$ cat src/rtl/evcnt_pkg.sv
`timescale 1ns/1ps
package evcnt_pkg;
  localparam int CNT_W   = 8;
  localparam int ADDR_W  = 2;
  localparam int NUM_CNT = 2 ** ADDR_W;

  typedef enum logic [ADDR_W-1:0] {
    SEL_FRAME = 2'd0,
    SEL_TOKEN = 2'd1,
    SEL_LOST  = 2'd2,
    SEL_ERROR = 2'd3
  } cnt_sel_e;

  localparam int TOKEN_IDX = int'(SEL_TOKEN);
endpackage

$ cat src/rtl/evcnt_cell.sv
`timescale 1ns/1ps
module evcnt_cell #(
  parameter int W      = 8,
  parameter bit CLR_EN = 1'b1
) (
  input  logic         clk_i,
  input  logic         rst_ni,
  input  logic         inc_i,
  input  logic         clr_i,
  output logic [W-1:0] cnt_o
);
  localparam logic [W-1:0] MAX = {W{1'b1}};

  logic [W-1:0] cnt_q, base, cnt_d;

  always_comb begin
    // clear first, then add: read+inc leaves 1
    base  = (CLR_EN && clr_i) ? '0 : cnt_q;
    cnt_d = (inc_i && base != MAX) ? base + W'(1) : base;
  end

  always_ff @(posedge clk_i or negedge rst_ni) begin
    if (!rst_ni) cnt_q <= '0;
    else         cnt_q <= cnt_d;
  end

  assign cnt_o = cnt_q;
endmodule

$ cat src/rtl/evcnt_rdport.sv
`timescale 1ns/1ps
module evcnt_rdport #(
  parameter int W  = 8,
  parameter int AW = 2,
  localparam int N = 2 ** AW
) (
  input  logic                clk_i,
  input  logic                rst_ni,
  input  logic                rd_i,
  input  logic [AW-1:0]       addr_i,
  input  logic [N-1:0][W-1:0] cnt_i,
  output logic [N-1:0]        clr_o,
  output logic [W-1:0]        rdata_o
);
  logic [W-1:0] rdata_q;

  for (genvar k = 0; k < N; k++) begin : g_dec
    assign clr_o[k] = rd_i && (addr_i == AW'(k));
  end

  always_ff @(posedge clk_i or negedge rst_ni) begin
    if (!rst_ni)   rdata_q <= '0;
    else if (rd_i) rdata_q <= cnt_i[addr_i];
  end

  assign rdata_o = rdata_q;
endmodule

$ cat src/rtl/evcnt_bank.sv
`timescale 1ns/1ps
module evcnt_bank
  import evcnt_pkg::*;
#(
  parameter int CNT_W = evcnt_pkg::CNT_W
) (
  input  logic             clk_i,
  input  logic             rst_ni,
  input  logic             frame_inc_i,
  input  logic             token_inc_i,
  input  logic             lost_inc_i,
  input  logic             error_inc_i,
  input  logic             rd_i,
  input  logic [ADDR_W-1:0] addr_i,
  output logic [CNT_W-1:0] rdata_o
);
  logic [NUM_CNT-1:0]            inc_v;
  logic [NUM_CNT-1:0]            clr_v;
  logic [NUM_CNT-1:0][CNT_W-1:0] cnt_v;

  always_comb begin
    inc_v             = '0;
    inc_v[SEL_FRAME]  = frame_inc_i;
    inc_v[SEL_TOKEN]  = token_inc_i;
    inc_v[SEL_LOST]   = lost_inc_i;
    inc_v[SEL_ERROR]  = error_inc_i;
  end

  for (genvar k = 0; k < NUM_CNT; k++) begin : g_cnt
    evcnt_cell #(
      .W     (CNT_W),
      .CLR_EN(k != TOKEN_IDX)
    ) u_cell (
      .clk_i (clk_i),
      .rst_ni(rst_ni),
      .inc_i (inc_v[k]),
      .clr_i (clr_v[k]),
      .cnt_o (cnt_v[k])
    );
  end

  evcnt_rdport #(
    .W (CNT_W),
    .AW(ADDR_W)
  ) u_rdport (
    .clk_i  (clk_i),
    .rst_ni (rst_ni),
    .rd_i   (rd_i),
    .addr_i (addr_i),
    .cnt_i  (cnt_v),
    .clr_o  (clr_v),
    .rdata_o(rdata_o)
  );
endmodule

$ cat config.mk
export PLATFORM = sky130hd
export DESIGN_NAME = evcnt_bank
export DESIGN_NICKNAME = d
export VERILOG_FILES = /design/src/rtl/evcnt_pkg.sv /design/src/rtl/evcnt_cell.sv /design/src/rtl/evcnt_rdport.sv /design/src/rtl/evcnt_bank.sv
export SDC_FILE = /design/constraint.sdc
export NUM_CORES = 1
export LEC_CHECK = 0
export BUFFER_PORTS_ARGS = -buffer_cell sky130_fd_sc_hd__buf_2
export CORE_MARGIN = 3
export CORE_UTILIZATION = 40
export CTS_CLUSTER_DIAMETER = 120
export DETAILED_ROUTE_END_ITERATION = 8
export PLACE_DENSITY_LB_ADDON = 0.08
export SLEW_MARGIN = 20
export SYNTH_ARGS = -nofsm -noshare
export SYNTH_HDL_FRONTEND = slang
export SYNTH_SLANG_ARGS = --single-unit
export TNS_END_PERCENT = 30
$ cat constraint.sdc
create_clock -name clk_i -period 1.6 [get_ports clk_i]
set_input_delay 0.08 -clock clk_i [delete_from_list [all_inputs] [get_ports clk_i]]
set_output_delay 0.08 -clock clk_i [all_outputs]
set_load 0.01 [all_outputs]
==> results.toml <==
[run_status]
status = "complete, no violations"

[floorplanning]
dieArea_um2 = 6340
start_util_pct = 41.9
fp.coreArea_um2 = 5170
io_pins = 17
fp-row-count = 26
dieHeight_um = 79.6
die_x_um = 79.6

[power_and_ir_drop]
switchingPower_w = 0.00111
p_int_w = 0.00200
power_w = 0.00310
p_clk_share_pct = 23.4
p_leak_nw = 1.02
p_sw_share_pct = 35.7
ir_worst_vdd_mv = 0.599
pwr_density_cell_nw_per_um2 = 1290
p_seq_share_pct = 54.6
pwr-share-comb_pct = 22.0

[synth]
ys_top_cells_by_area = "dfrtp_1 46%, a21oi_1 4.6%, mux2i_1 3.7%"
yosysSeqAreaShare_pct = 46.2
syn_nets = 234
synth.distinct_cells = 42
syn_avg_cell_area_um2 = 9.68
yosysTopAreaCell = "dfrtp_1"
syn-cell-area_um2 = 2170
ys_ff_latch = 40
netlist_instances = 224
yosysTopAreaCellShare_pct = 46.2
synth_warnings = 0

[global_routing]
track_usage_pct = 16.5
grt_start_max_net_pins = 22
grt_pass1_vias = 1552
grt_pass1_wl_um = 8050
overflow = 0
antenna_found_initial = 0

[route]
detail_route.wl_per_cell_um = 15.4
vias = 1766
drtIter0Drc = 119
routed_wirelength_um = 4750
drc = 0
drtPass1Iterations = 4
viasPerCell = 5.72
detail-route-antenna-nets = 0

[timing]
rsz0062_at_grt = "no"
max_freq_mhz = 659
final_min_period_over_clock_period_pct = 94.9
worst_pin_slew_ns = 0.531
max-slew-margin-rel_pct = 64.4
maxSlewViolCount = 0
setup_viol = 0
tns_ns = 0
skew_ns = 0.00519
post-route-min-period_ns = 1.52
finalHoldViolations = 0

[setup_path]
required_ns = 1.78
cp.arrival_ns = 1.69
end_kind = "flip-flop"
startpoint_type = "flip-flop"
critPathKind = "reg -> reg"
crit_fanout = 6
r2r_setup_slack_ns = 0.08

[clock_tree]
cts_tree = "done"
cts_buffers = 5
cts.reportedPaths.clkPinSlew_ns = 0.07
htreeDepth = 2
clock-root-buffer = "clkbuf_8"
cts-resized-gates = 0
cts_num_sinks = 40
clkLatencyLatePin_ns = 0.29
post_cts_buffers = 0
clock_path_buffers = 2

[min_path]
min_path_type = "in -> reg"

[cells_and_area]
diodes = 0
nets = 249
area_delta_synth_final_pct = 10.6
drive_above_1_share_pct = 13.0
stdcell_area_um2 = 2400

[placement]
portBuffers = 16
routabilityCongestion = 0.767
hpwl_um = 3430
placed_area_um2 = 2290

[run]
drv_cap = 0
[stage by stage]
step | hold WS, ns | util [%] | setup WS, ns | cells
floorplan | -0.216 | - | 0.225 | 224
global route | 0.130 | 46.4 | 0.0112 | 309
CTS | 0.0823 | 46.4 | 0.0769 | 309
global placement | 0.00457 | 44.3 | 0.133 | 301
finish | 0.0917 | 46.4 | 0.0823 | 309
detailed placement | 0.000120 | 44.3 | 0.0976 | 301
[routing by layer]
layer  track usage (%)  part of all wire, %
met5                 0                    0
met4              6.53                  1.5
met3              3.61                  4.2
met2              22.5                   41
met1              25.0                   53
[final cells by class]
type                    count  area (um2)
fillers                   498        2770
multi-input cells         167        1080
flip-flops and latches     40        1000
repair buffers             21         120
clock buffers               7        96.3
well taps                  70        87.6
inverters                   4        15.0
[synth_stat cells (all sizes together)]
cell / number
dfrtp: 40
a21oi: 20
nor3: 14
o21ai: 12
a31oi: 11
nand2: 11
nor2: 11
nand4: 9
and3: 8
buf: 8
mux2i: 8
nand3: 7
nand3b: 7
a211oi: 6
and4: 6
clkbuf: 5
a221o: 4
and2b: 4
inv: 4
mux2: 3
xnor2: 3
a21boi: 2
a221oi: 2
a311oi: 2
and2: 2
o211a: 2
o211ai: 2
o21a: 2
o22ai: 2
a2111o: 1
a41oi: 1
and3b: 1
ha: 1
nor2b: 1
or3b: 1
xor2: 1
[worst paths after layout]
path                                     startpoint                       end  depth (start not counted)
max                        g_cnt[1].u_cell.cnt_o[0]  g_cnt[1].u_cell.cnt_o[1]                          4
min in group asynchronous                    rst_ni  g_cnt[3].u_cell.cnt_o[5]                          2
min                                      lost_inc_i  g_cnt[2].u_cell.cnt_o[0]                          3
max in group asynchronous                    rst_ni  g_cnt[1].u_cell.cnt_o[2]                          3
max reg2reg                g_cnt[1].u_cell.cnt_o[0]  g_cnt[1].u_cell.cnt_o[1]                          4
min reg2reg                     u_rdport.rdata_o[3]       u_rdport.rdata_o[3]                          2
[cell usage in the layout (no fill, tap or decap), types with 8 or more instances in the layout]
cell type   n
nand2_1    11
and3_1      8
nor2_1     11
o21ai_0    11
dfrtp_1    40
mux2i_1     8
nor3_1     13
buf_2      16
a21oi_1    20
a31oi_1    11
nand4_1     9
[power groups by stage]
stage	Combinational, W	Sequential (W)	Clock (W)
after floorplan	0.000639	0.00151	0
after global placement	0.000688	0.00171	0
after detailed placement	0.000687	0.00171	0
after CTS	0.000693	0.00169	0.000751
after global routing	0.000778	0.00176	0.000794
final	0.000682	0.00170	0.000727
[logic make-up after synthesis]
family                     synth area share, %
adders and majority gates                0.577
DFF                                       46.2
buffers and inverters                     4.10
muxes                                     5.25
and+or+nand+nor                           21.7
xor gates and xnor gates                  1.62
AOI/OAI and AO/OA                         20.6
[registers in the layout, summed over array words and instances (netlist names)]
register            cells
g_cnt.u_cell.cnt_o     32
u_rdport.rdata_o        8
[critical path: stages, from the launching register on]
cell and delay (ns):
dfrtp_1 0.41, ha_1 0.27, nand3_1 0.14, o21ai_1 0.24, mux2_2 0.36
[timing repair]
| item | 4_1_cts | 5_1_grt |
|---|---|---|
| setup endpoints to repair | 0 | 0 |
| hold buffers | 1 | 0 |
| hold endpoints to repair | 12 | 0 |
(Power assumes the default switching activity.)
